==> config.mk <==
export PLATFORM = sky130hd
export DESIGN_NAME = fpu_access_gate
export DESIGN_NICKNAME = d
export VERILOG_FILES = /design/src/rtl/fag_pkg.sv /design/src/rtl/fag_regfile.sv /design/src/rtl/fag_read_view.sv /design/src/rtl/fag_trap_eval.sv /design/src/rtl/fpu_access_gate.sv
export SDC_FILE = /design/constraint.sdc
export NUM_CORES = 1
export LEC_CHECK = 0
export BUFFER_PORTS_ARGS = -buffer_cell sky130_fd_sc_hd__buf_4
export CAP_MARGIN = 20
export CORE_AREA = 2 2 120 122
export DETAILED_ROUTE_END_ITERATION = 7
export DIE_AREA = 0 0 122 124
export GPL_ROUTABILITY_DRIVEN = 0
export PLACE_DENSITY = 0.68
export SYNTH_ARGS = -nofsm -noshare
export SYNTH_HDL_FRONTEND = slang
export SYNTH_SLANG_ARGS = --single-unit
==> constraint.sdc <==
create_clock -name clk -period 1.4 [get_ports clk]
set_input_delay 0.07 -clock clk [delete_from_list [all_inputs] [get_ports clk]]
set_output_delay 0.07 -clock clk [all_outputs]
set_load 0.05 [all_outputs]
==> src/rtl/fag_pkg.sv <==
package fag_pkg;
  localparam int DATA_W  = 32;
  localparam int SEL_W   = 2;
  localparam int EL_W    = 2;
  localparam int GUARD_BIT = 10;
  localparam int CP_LO   = 20;
  localparam int CP_W    = 4;
  localparam int HT_LO   = 10;
  localparam int HT_W    = 2;
  localparam logic [DATA_W-1:0] CP_MASK = DATA_W'(((1 << CP_W) - 1) << CP_LO);
  localparam logic [DATA_W-1:0] HT_MASK = DATA_W'(((1 << HT_W) - 1) << HT_LO);

  typedef enum logic [SEL_W-1:0] {
    SEL_GUARD = 2'd0,
    SEL_CPAC  = 2'd1,
    SEL_HTRAP = 2'd2,
    SEL_NONE  = 2'd3
  } reg_sel_e;
endpackage

==> src/rtl/fag_regfile.sv <==
module fag_regfile
  import fag_pkg::*;
(
  input  logic              clk,
  input  logic              rst,
  input  logic              gated,
  input  logic [SEL_W-1:0]  reg_sel,
  input  logic              wr_en,
  input  logic [DATA_W-1:0] wr_data,
  output logic [DATA_W-1:0] guard_q,
  output logic [DATA_W-1:0] cpac_q,
  output logic [DATA_W-1:0] htrap_q
);
  logic [DATA_W-1:0] cpac_d, htrap_d;

  always_comb begin
    cpac_d  = gated ? ((wr_data & ~CP_MASK) | (cpac_q & CP_MASK)) : wr_data;
    htrap_d = gated ? ((wr_data & ~HT_MASK) | (htrap_q & HT_MASK)) : wr_data;
  end

  always_ff @(posedge clk) begin
    if (rst) begin
      guard_q <= '0;
      cpac_q  <= '0;
      htrap_q <= '0;
    end else if (wr_en) begin
      case (reg_sel_e'(reg_sel))
        SEL_GUARD: guard_q <= wr_data;
        SEL_CPAC:  cpac_q  <= cpac_d;
        SEL_HTRAP: htrap_q <= htrap_d;
        default: ;
      endcase
    end
  end

  AST_CPAC_FIELD_HELD: assert property (@(posedge clk) disable iff (rst)
    (wr_en && reg_sel == SEL_CPAC && gated) |=> $stable(cpac_q[CP_LO +: CP_W]));
  AST_HTRAP_FIELD_HELD: assert property (@(posedge clk) disable iff (rst)
    (wr_en && reg_sel == SEL_HTRAP && gated) |=> $stable(htrap_q[HT_LO +: HT_W]));
endmodule

==> src/rtl/fag_read_view.sv <==
module fag_read_view
  import fag_pkg::*;
(
  input  logic              clk,
  input  logic              rst,
  input  logic              gated,
  input  logic [SEL_W-1:0]  reg_sel,
  input  logic              rd_en,
  input  logic [DATA_W-1:0] guard_q,
  input  logic [DATA_W-1:0] cpac_q,
  input  logic [DATA_W-1:0] htrap_q,
  output logic [DATA_W-1:0] rd_data
);
  logic [DATA_W-1:0] view;

  always_comb begin
    case (reg_sel_e'(reg_sel))
      SEL_GUARD: view = guard_q;
      SEL_CPAC:  view = gated ? (cpac_q & ~CP_MASK) : cpac_q;
      SEL_HTRAP: view = gated ? (htrap_q | HT_MASK) : htrap_q;
      default:   view = '0;
    endcase
  end

  always_ff @(posedge clk) begin
    if (rst) rd_data <= '0;
    else if (rd_en) rd_data <= view;
  end

  AST_READ_CP_ZERO: assert property (@(posedge clk) disable iff (rst)
    (rd_en && reg_sel == SEL_CPAC && gated) |=> (rd_data[CP_LO +: CP_W] == '0));
  AST_READ_HT_ONES: assert property (@(posedge clk) disable iff (rst)
    (rd_en && reg_sel == SEL_HTRAP && gated) |=> (rd_data[HT_LO +: HT_W] == '1));
endmodule

==> src/rtl/fag_trap_eval.sv <==
module fag_trap_eval
  import fag_pkg::*;
(
  input  logic              clk,
  input  logic              rst,
  input  logic              gated,
  input  logic              nonsecure,
  input  logic [EL_W-1:0]   cur_el,
  input  logic              fp_req,
  input  logic [DATA_W-1:0] cpac_q,
  input  logic [DATA_W-1:0] htrap_q,
  output logic              trap_valid,
  output logic [EL_W-1:0]   trap_el
);
  logic            low_el, t_v;
  logic [EL_W-1:0] t_el;

  always_comb begin
    low_el = (cur_el <= EL_W'(2));
    t_v  = 1'b0;
    t_el = '0;
    if (fp_req && low_el) begin
      if (gated) begin
        t_v  = 1'b1;
        t_el = (cur_el == EL_W'(2)) ? EL_W'(2) : EL_W'(1);
      end else if (cur_el == EL_W'(0) && cpac_q[CP_LO +: 2] != 2'b11) begin
        t_v  = 1'b1;
        t_el = EL_W'(1);
      end else if (cur_el == EL_W'(1) && !cpac_q[CP_LO]) begin
        t_v  = 1'b1;
        t_el = EL_W'(1);
      end else if (nonsecure && htrap_q[HT_LO]) begin
        t_v  = 1'b1;
        t_el = EL_W'(2);
      end
    end
  end

  always_ff @(posedge clk) begin
    if (rst) begin
      trap_valid <= 1'b0;
      trap_el    <= '0;
    end else begin
      trap_valid <= t_v;
      trap_el    <= t_el;
    end
  end

  AST_GATE_TRAP_TARGET: assert property (@(posedge clk) disable iff (rst)
    (fp_req && gated && low_el) |=> (trap_valid &&
      trap_el == (($past(cur_el) == EL_W'(2)) ? EL_W'(2) : EL_W'(1))));
  AST_NO_REQ_NO_TRAP: assert property (@(posedge clk) disable iff (rst)
    !fp_req |=> (!trap_valid && trap_el == '0));
  AST_TRAP_EL_RANGE: assert property (@(posedge clk) disable iff (rst)
    trap_valid |-> (trap_el == EL_W'(1) || trap_el == EL_W'(2)));
endmodule

==> src/rtl/fpu_access_gate.sv <==
module fpu_access_gate
  import fag_pkg::*;
(
  input  logic              clk,
  input  logic              rst,
  input  logic [SEL_W-1:0]  reg_sel,
  input  logic              wr_en,
  input  logic [DATA_W-1:0] wr_data,
  input  logic              rd_en,
  output logic [DATA_W-1:0] rd_data,
  input  logic              el3_present,
  input  logic              el3_is_64,
  input  logic              nonsecure,
  input  logic [EL_W-1:0]   cur_el,
  input  logic              fp_req,
  output logic              trap_valid,
  output logic [EL_W-1:0]   trap_el
);
  logic [DATA_W-1:0] guard_q, cpac_q, htrap_q;
  logic gated;

  assign gated = el3_present && !el3_is_64 && nonsecure && !guard_q[GUARD_BIT];

  fag_regfile u_regs (
    .clk(clk), .rst(rst), .gated(gated), .reg_sel(reg_sel), .wr_en(wr_en),
    .wr_data(wr_data), .guard_q(guard_q), .cpac_q(cpac_q), .htrap_q(htrap_q)
  );

  fag_read_view u_view (
    .clk(clk), .rst(rst), .gated(gated), .reg_sel(reg_sel), .rd_en(rd_en),
    .guard_q(guard_q), .cpac_q(cpac_q), .htrap_q(htrap_q), .rd_data(rd_data)
  );

  fag_trap_eval u_trap (
    .clk(clk), .rst(rst), .gated(gated), .nonsecure(nonsecure), .cur_el(cur_el),
    .fp_req(fp_req), .cpac_q(cpac_q), .htrap_q(htrap_q),
    .trap_valid(trap_valid), .trap_el(trap_el)
  );

  AST_UNGATED_CPAC_WRITE: assert property (@(posedge clk) disable iff (rst)
    (wr_en && reg_sel == SEL_CPAC && !gated) |=> (cpac_q == $past(wr_data)));
endmodule

==> results of run 1 <==
## cell type report
cell class | count | area (um2) | share of cell area (%)
flip-flops and latches | 131 | 2620 | 36.1
multi-input cells | 471 | 2500 | 34.4
repair buffers | 145 | 1240 | 17.1
clock buffers | 23 | 498 | 6.86
well taps | 180 | 225 | 3.10
clock inverters | 9 | 173 | 2.38
inverters | 1 | 3.75 | 0.0517
## cells by family (layout without fill, tap and decap cells)
group,after synthesis,after routing,synth area share (%)
and+or+nand+nor,292,292,23.3
DFF,131,131,48.2
buffers and inverters,56,178,5.98
AOI/OAI and AO/OA,147,147,16.4
muxes,32,32,6.03
## worst max-delay path by stage
stage                                      endpoint  slack [ns]                             from  depth (start not counted)
floorplan           u_view.rd_data[10]$_SDFFE_PP0P_        0.31  u_regs.guard_q[10]$_SDFFE_PP0P_                          4
global placement    u_view.rd_data[26]$_SDFFE_PP0P_        0.24                       reg_sel[1]                          5
detailed placement  u_view.rd_data[24]$_SDFFE_PP0P_        0.21                       reg_sel[1]                          5
CTS                  u_view.rd_data[4]$_SDFFE_PP0P_        0.24                            rd_en                          5
global route         u_view.rd_data[4]$_SDFFE_PP0P_        0.10                            rd_en                          5
finish               u_view.rd_data[4]$_SDFFE_PP0P_        0.23                            rd_en                          5
## registers in the layout, summed over array words and instances (netlist names)
register,flops
u_trap.trap_el,2
u_trap.trap_valid,1
u_view.rd_data,32
u_regs.cpac_q,32
u_regs.htrap_q,32
u_regs.guard_q,32
## power by group
part / switching, W / total, W / internal [W]
sequential: 0.0000704 / 0.00394 / 0.00387
clock: 0.00156 / 0.00495 / 0.00339
combinational: 0.000604 / 0.00102 / 0.000420
## timing repair
| item | in CTS | in global routing |
|---|---|---|
| hold buffers | 36 | 0 |
| buffers inserted | 0 | 0 |
| endpoints found under the hold margin | 100 | 0 |
## metrics by stage
stage / power (W) / instances / util (%)
after detailed placement: 0.00495 / 892 / 45.4
after CTS: 0.00997 / 960 / 52.9
after global routing: 0.0102 / 960 / 52.9
after global placement: 0.00494 / 892 / 45.4
after floorplan: 0.00460 / 658 / -
final: 0.00991 / 960 / 52.9
## synth_stat cells (2+ instances only)
library cell,instances
a211oi_1,2
a21oi_1,109
a311oi_1,18
a311oi_2,8
and3b_1,2
buf_1,2
buf_2,22
buf_4,3
buf_6,5
buf_8,2
clkbuf_1,20
dfxtp_1,131
mux2_2,6
mux2i_1,26
nand2_1,206
nand3_1,6
nand3b_1,2
nand4_1,4
nor2_1,27
nor2b_1,10
o211ai_1,2
o21ai_0,8
or2_0,14
or2_1,10
or2_2,2
## metal layers
metal	global-route usage, %	vias to the layer above	wire length [um]
met4	6.68	0	182
met1	24.3	2294	6390
li1	-	2425	-
met3	5.17	15	834
met5	0	-	0
met2	32.1	143	6790
==> summary.md, run 1 <==
| Metric | Value |
|---|---|
| Final max-slew violation count | `0` |
| Placed cell areas | `0.00623 mm2` |
| Die Span Y | `roughly 120 um` |
| Worst Tran Pin Value | `approximately 0.4 ns` |
| Reg2reg setup slack | `0.24 ns` |
| PortBufs | `78` |
| Most common cell after layout, fill and taps aside | `nand2_1` |
| Post-synth top area share | `48.2%` |
| Synth Flop Type | `dfxtp_1` |
| Crit path buffers/inverters | `3` |
| N_diodes | `0` |
| Status | `finished, final reports clean` |
| Yosys warns | `0` |
| Worst setup SP type | `primary input` |
| DP HPWL | `9330 um` |
| Synth Area per Inst | `8.27 um2` |
| Clk pin slew, worst setup/hold paths | `about 0.060 ns` |
| DIE AREA | `between 0.015 and 0.02 mm2` |
| Fin worst setup slack | `~0.23 ns` |
| Number of flops mapped to enable cells by yosys | `0` |
| Asr flop ratio synth | `0%` |
| Synth top area cells | `dfxtp_1 (48%), nand2_1 (14%), a21oi_1 (10%)` |
| Slowest stage cell, crit path | `dlygate4sd3_1` |
| H-tree levels | `4` |
| Crit end category | `flop` |
| Reg2reg end | `u_view.rd_data[11]$_SDFFE_PP0P_` |
| First-pass GRT wire length | `22700 um` |
| Inserted Clock Buffers | `17` |
| CP required | `1.71 ns` |
| Fmax | `852 MHz` |
| Root buffer cell | `clkbuf_16` |
| CP cell instances | `dlygate4sd3_1 > buf_4 > buf_4 > nor2_1 > a311oi_1` |
| Share of layout cells above drive strength 1 | `roughly 20%` |
| Worst path max stage delay | `around 0.53 ns` |
| Post-Syn Nets | `around 700` |
| Drt wl/cell | `between 10 and 15 um` |
| Cell depth of the worst min-delay path | `2` |
| Clk_lat worst skew | `slightly above 0.4 ns` |
| Synth Cell Area | `0.00544 mm2` |
| Total GRT Usage | `19.3%` |
| Chip width | `between 100 and 150 um` |
| # fillers | `between 1000 and 1500` |
| First drt pass iteration count | `5` |
| # nets final | `a little over 800` |
| Distinct cells, synth | `36` |
| Grt total ovfl | `0` |
| # DRC | `0` |
| Worst Path Arrival | `1.48 ns` |
| Final setup fails | `0` |
| Synth Instances | `about 660` |
| Core ar. | `~0.014 mm2` |
| Post-route ant nets | `0` |
| Sequential area share after synthesis | `just under 50%` |
| Final hold viol count | `0` |
| Reg2reg path depth | `4` |
| Num rows | `43` |
| Leak | `between 2 and 3 nW` |
| Min Hold Slack | `between 0.08 and 0.09 ns` |
| Initial core utilization | `39.6%` |
| Number of primary I/O pins | `79` |
| Max Buffers Root-to-Sink | `2` |
| 1st-iter DRT viols | `around 350` |
| Routed WL | `roughly 14000 um` |
| Synth area leader | `dfxtp_1` |
| Largest net degree at the start of global routing | `33` |
| RSZ-0062 raised after global routing | `no` |
| Vias in the first global route | `between 4000 and 5000` |
| Vias per cell | `~5.1` |
| CTS sink count | `roughly 130` |
| HP Class | `in2reg` |
| DR vias | `around 4900` |
| Area Overhead vs Synth | `33.5%` |
| Finished Cell Area | `0.00726 mm2` |
| Most frequent cells in the layout | `nand2_1 (206), dfxtp_1 (131), a21oi_1 (109), buf_4 (104), dlygate4sd3_1 (36)` |
| CP Max Fanout | `26` |
| Hold_sp | `rst` |
| Pwr dens | `1370 mW/mm2` |
| CTS tree | `built` |
| Clk_skew | `approximately 0.0069 ns` |
| Crit Path Category | `in2reg` |
| Most Frequent Cell on Critical Path | `buf_4` |
| Hold Crit Endpoint | `u_regs.htrap_q[19]$_SDFFE_PP0P_` |
| Place WS | `around 0.21 ns` |
| Worst vdd ir | `0.000817 V` |
| Tmin final | `approximately 1.2 ns` |
| Cts repair resizes | `0` |
| Crit Reg-Reg Startpoint | `u_regs.guard_q[10]$_SDFFE_PP0P_` |
| Initial antenna violation count | `0` |
| Normalized max-slew margin | `between 70% and 80%` |
| Top delay family on crit path | `buffers and inverters` |
| Fin crit share | `between 80 and 90%` |
| Synthesized flop and latch total | `131` |
| Number of max-cap violations | `0` |
| Setup TNS | `0 ns` |
Note: power is estimated with default switching activity, not from simulation.
==> run 2, diff against run 1 <==
- clock period: 1.4 -> 1.15 ns (I/O delays scaled with it)
==> summary.md, run 2 (synthesis results as in run 1) <==
| Metric | Value |
|---|---|
| Dpl cells | `~900` |
| Number of max-cap violations | `0` |
| Met1 wire length | `roughly 6500 um` |
| Final hold viol count | `0` |
| Normalized max-slew margin | `between 70% and 80%` |
| Final max-slew violation count | `0` |
| Worst vdd ir | `approximately 0.0011 V` |
| Leak | `around 2.8 nW` |
| Num rows | `between 40 and 50` |
| Multi-input gate area | `0.00253 mm2` |
| DR vias | `between 4000 and 5000` |
| Post-route ant nets | `0` |
| Vias per cell | `a little over 5` |
| HP Class | `in2reg` |
| Most common cell after layout, fill and taps aside | `nand2_1` |
| Clk_lat worst skew | `roughly 0.42 ns` |
| Worst setup SP type | `flop` |
| Final core occ | `53.4%` |
| Met3 wire len | `863 um` |
| Grt total ovfl | `0` |
| CTS tree | `built` |
| # fillers | `1268` |
| Status | `finished, final reports clean` |
| Final setup fails | `0` |
| DP HPWL | `approximately 9500 um` |
| # DRC | `0` |
| Placed cell areas | `between 0.006 and 0.007 mm2` |
| Top routing layer in use | `met4` |
| Sequential Area | `around 0.0026 mm2` |
| Reg2reg setup slack | `0.004 ns` |
| Hold Crit Endpoint | `u_view.rd_data[17]$_SDFFE_PP0P_` |
| CP required | `approximately 1.5 ns` |
| Total GRT Usage | `about a fifth` |
| Initial antenna violation count | `0` |
| Largest net degree at the start of global routing | `between 50 and 60` |
| DIE AREA | `around 0.015 mm2` |
| # nets final | `around 810` |
| Number of primary I/O pins | `between 70 and 80` |
| Max Buffers Root-to-Sink | `2` |
| Fin crit share | `between 90% and 100%` |
| Routed WL | `about 15000 um` |
| 1st-iter DRT viols | `409` |
| Reg2reg end | `u_view.rd_data[11]$_SDFFE_PP0P_` |
| PortBufs | `between 70 and 80` |
| Final Non-Filler Cells | `963` |
| Hold_sp | `rd_en` |
| H-tree levels | `4` |
| Most frequent cells in the layout | `nand2_1 (206), dfxtp_1 (130), a21oi_1 (109), buf_4 (100), dlygate4sd3_1 (35)` |
| First-pass GRT wire length | `roughly 23000 um` |
| Crit end category | `flop` |
| N_diodes | `0` |
| Area Overhead vs Synth | `34.7%` |
| # Post-CTS Setup Buffers | `0` |
| Finished Cell Area | `~0.0073 mm2` |
| Root buffer cell | `clkbuf_16` |
| Vias in the first global route | `about 4800` |
| Worst Path Arrival | `about 1.5 ns` |
| Tmin final | `1.15 ns` |
| Fmax | `between 800 and 900 MHz` |
| Reg2reg path depth | `4` |
| Crit Reg-Reg Startpoint | `u_regs.guard_q[10]$_SDFFE_PP0P_` |
| Inserted Clock Buffers | `17` |
| Worst Tran Pin Value | `between 0.3 and 0.4 ns` |
| CTS sink count | `~130` |
| First drt pass iteration count | `4` |
| Crit Path Category | `reg2reg` |
| Clk_skew | `0.00480 ns` |
| Pwr dens | `around 1600 mW/mm2` |
| Cell depth of the worst min-delay path | `2` |
| Chip width | `between 100 and 150 um` |
| Die Span Y | `124 um` |
| Share of layout cells above drive strength 1 | `between 20% and 30%` |
| Initial core utilization | `roughly 40%` |
| WL met2 | `7050 um` |
| CP Max Fanout | `6` |
| Core ar. | `0.0137 mm2` |
| Clk pin slew, worst setup/hold paths | `approximately 0.06 ns` |
| RSZ-0062 raised after global routing | `yes` |
| Drt wl/cell | `between 15 and 20 um` |
| Overall power | `between 0.01 and 0.015 W` |
[run 2: worst max-delay path, stage by stage (launching register included)]
cell and delay, ns:
dfxtp_2 0.33, nor4bb_4 0.30, buf_4 0.21, o211ai_1 0.10, a21oi_1 0.14
[run 2: final cells by class]
class                   count  area share, %
multi-input cells         471           34.6
flip-flops and latches    131           35.8
well taps                 180           3.07
inverters                   1         0.0512
repair buffers            148           18.3
clock buffers              22           6.47
clock inverters            10           1.78
[run 2: layer usage]
layer | global-route usage, % | up-vias
met3 | 5.08 | 29
met5 | 0 | -
met2 | 33.1 | 141
met1 | 23.7 | 2363
li1 | - | 2431
met4 | 8.69 | 0
[run 2: power breakdown]
group          internal, W  switching (W)  leakage, nW
Clock              0.00356        0.00192        0.296
Sequential         0.00471      0.0000883         1.07
Combinational     0.000550       0.000753         1.40
Total              0.00882        0.00276         2.76
[run 2: how the worst max path moves through the flow]
stage                                            endpoint                            start  slack, ns  cells after the start
after global routing      u_regs.htrap_q[11]$_SDFFE_PP0P_  u_regs.guard_q[10]$_SDFFE_PP0P_      -0.06                      4
after CTS                 u_view.rd_data[11]$_SDFFE_PP0P_  u_regs.guard_q[10]$_SDFFE_PP0P_      0.007                      4
after global placement    u_view.rd_data[26]$_SDFFE_PP0P_                       reg_sel[0]       0.02                      6
after floorplan           u_view.rd_data[10]$_SDFFE_PP0P_  u_regs.guard_q[10]$_SDFFE_PP0P_       0.06                      4
final                     u_view.rd_data[11]$_SDFFE_PP0P_  u_regs.guard_q[10]$_SDFFE_PP0P_      0.004                      4
after detailed placement   u_view.rd_data[1]$_SDFFE_PP0P_                       reg_sel[1]      -0.06                      6
[run 2: what timing repair did]
| item | in CTS | in global routing |
|---|---|---|
| endpoints found under the setup margin | 0 | 14 |
| gates resized for setup | 0 | 9 |
| hold endpoints to repair | 99 | 0 |
| hold buffers | 35 | 0 |
[run 2: stage by stage]
stage | hold slack [ns] | TNS (ns) | worst slack, ns
after floorplan | 0.137 | 0 | 0.0561
after global placement | 0.254 | 0 | 0.0188
after detailed placement | 0.252 | -0.183 | -0.0591
after CTS | 0.0152 | 0 | 0.00669
after global routing | 0.0383 | -0.427 | -0.0627
final | 0.0311 | 0 | 0.00437
==> run 3, diff against run 2 <==
- BUFFER_PORTS_ARGS: -buffer_cell sky130_fd_sc_hd__buf_4 -> -buffer_cell sky130_fd_sc_hd__buf_2
- CTS_BUF_LIST: default -> sky130_fd_sc_hd__clkbuf_4
- clock period: 1.15 -> 1.5 ns (I/O delays scaled with it)
==> summary.md, run 3 (synthesis results as in run 1) <==
| Metric | Value |
|---|---|
| Status | `finished, final reports clean` |
| Core ar. | `0.0137 mm2` |
| H-tree levels | `4` |
| Root buffer cell | `clkbuf_4` |
| DP HPWL | `approximately 9000 um` |
| Cts repair resizes | `0` |
| DR vias | `4825` |
| Worst path max stage delay | `roughly 0.49 ns` |
| Setup TNS | `0 ns` |
| CP required | `around 1.9 ns` |
| Max Buffers Root-to-Sink | `2` |
| Hold_sp | `el3_is_64` |
| Final max-slew violation count | `0` |
| Fin crit share | `about 87%` |
| Grt total ovfl | `0` |
| RSZ-0062 raised after global routing | `no` |
| Normalized max-slew margin | `between 60% and 70%` |
| Fmax | `roughly 770 MHz` |
| Routed WL | `roughly 14000 um` |
| Post-route ant nets | `0` |
| Number of max-cap violations | `0` |
| # nets final | `about 810` |
| Dpl cells | `~900` |
| Crit Reg-Reg Startpoint | `u_regs.guard_q[10]$_SDFFE_PP0P_` |
| Clk_skew | `between 0.01 and 0.015 ns` |
| Worst Path Arrival | `~1.7 ns` |
| Vias per cell | `roughly 5.0` |
| CTS tree | `built` |
| Num rows | `43` |
| Worst Tran Pin Value | `around 0.50 ns` |
| 1st-iter DRT viols | `260` |
| Final Non-Filler Cells | `between 900 and 1000` |
| First drt pass iteration count | `5` |
| Final core occ | `about half` |
| Largest net degree at the start of global routing | `40` |
| CP cell instances | `nand4bb_1 > nand4_1 > a21oi_1` |
| HP Class | `in2reg` |
| Slowest stage cell, crit path | `nand4bb_1` |
| Crit Path Category | `reg2reg` |
| Inserted Clock Buffers | `17` |
| PortBufs | `a little under 80` |
| Area Overhead vs Synth | `23.6%` |
| Vias in the first global route | `4524` |
| DIE AREA | `0.0151 mm2` |
| Initial antenna violation count | `1` |
| Share of layout cells above drive strength 1 | `19.7%` |
| Crit. Startpoint | `u_regs.guard_q[10]$_SDFFE_PP0P_` |
| Most frequent cells in the layout | `nand2_1 (206), dfxtp_1 (131), a21oi_1 (109), buf_2 (77), dlygate4sd3_1 (37)` |
| Number of primary I/O pins | `just under 80` |
| Crit end category | `flop` |
| # fillers | `roughly 1400` |
| Clk_lat worst skew | `~0.54 ns` |
| Leak | `about 2.5 nW` |
| CP Max Fanout | `11` |
| Top delay family on crit path | `simple AND/OR/NAND/NOR gates` |
| Total GRT Usage | `between 10% and 20%` |
| Sequential Area | `0.00262 mm2` |
| Tmin final | `~1.3 ns` |
| Pwr dens | `between 1000 and 1500 mW/mm2` |
| Clk pin slew, worst setup/hold paths | `0.12 ns` |
| Crit path buffers/inverters | `0` |
| Initial core utilization | `39.6%` |
| Worst vdd ir | `about 0.0004 V` |
| # DRC | `0` |
| Die Span Y | `124 um` |
| Drt wl/cell | `~14 um` |
| First-pass GRT wire length | `roughly 22000 um` |
| Final setup fails | `0` |
| CTS sink count | `between 100 and 150` |
| Final hold viol count | `0` |
| Multi-input gate area | `about 0.0025 mm2` |
| Worst setup SP type | `flop` |
| Most common cell after layout, fill and taps aside | `nand2_1` |
| Chip width | `between 100 and 150 um` |
-- run 3: changes by cell type in the layout (fill, tap and decap cells not counted), sizes merged --
| cell | before | now |
|---|---|---|
| diode | 0 | 1 |
| clkbuf | 22 | 18 |
| dlygate4sd3 | 35 | 37 |
| bufinv | 3 | 5 |
| buf | 113 | 105 |
| inv | 1 | 3 |
-- run 3: worst register-to-register path: stages (launching register included) --
cell	delay (ns)
dfxtp_1	0.35
nand4bb_1	0.49
nand4_1	0.27
a21oi_1	0.09
-- run 3: layout make-up --
cell class                      instances  area share, %
Sequential cell                       131           39.0
Multi-Input combinational cell        471           37.1
Timing Repair Buffer                  142           15.3
Tap cell                              180           3.35
Clock inverter                         14           3.11
Clock buffer                           18           2.01
Inverter                                1         0.0558
Antenna cell                            1         0.0372
-- run 3: what timing repair did --
action / CTS / global route
setup buffers: 0 / 0
hold endpoints to repair: 108 / 0
hold buffers: 37 / 0
-- run 3: per-stage QoR --
stage	cell area (um2)	worst slack, ns	total power (W)	hold slack [ns]
finish	6720	0.193	0.00738	0.0706
global placement	6010	0.189	0.00455	0.294
global route	6720	0.0797	0.00769	0.0415
floorplan	5440	0.406	0.00429	0.154
detailed placement	6010	0.149	0.00456	0.298
CTS	6720	0.176	0.00744	0.0288
-- run 3: final timing paths --
| kind | endpoint | slack (ns) | cells after the start |
|---|---|---|---|
| min | u_trap.trap_el[0]$_SDFF_PP0_ | 0.07 | 5 |
| min reg2reg | u_regs.guard_q[19]$_SDFFE_PP0P_ | 0.46 | 2 |
| max reg2reg | u_view.rd_data[22]$_SDFFE_PP0P_ | 0.19 | 3 |
| max | u_view.rd_data[22]$_SDFFE_PP0P_ | 0.19 | 3 |
-- run 3: power breakdown --
part	switching, W	internal [W]
registers	0.0000615	0.00360
clock network	0.00133	0.00150
logic	0.000555	0.000332
total	0.00194	0.00544
-- run 3: per-layer routing --
layer | global-route usage (%) | vias to the layer above | wire [um]
li1 | - | 2424 | -
met1 | 24.7 | 2262 | 6360
met2 | 30.5 | 121 | 6280
met3 | 4.95 | 18 | 812
met4 | 7.47 | 0 | 238
met5 | 0 | - | 0
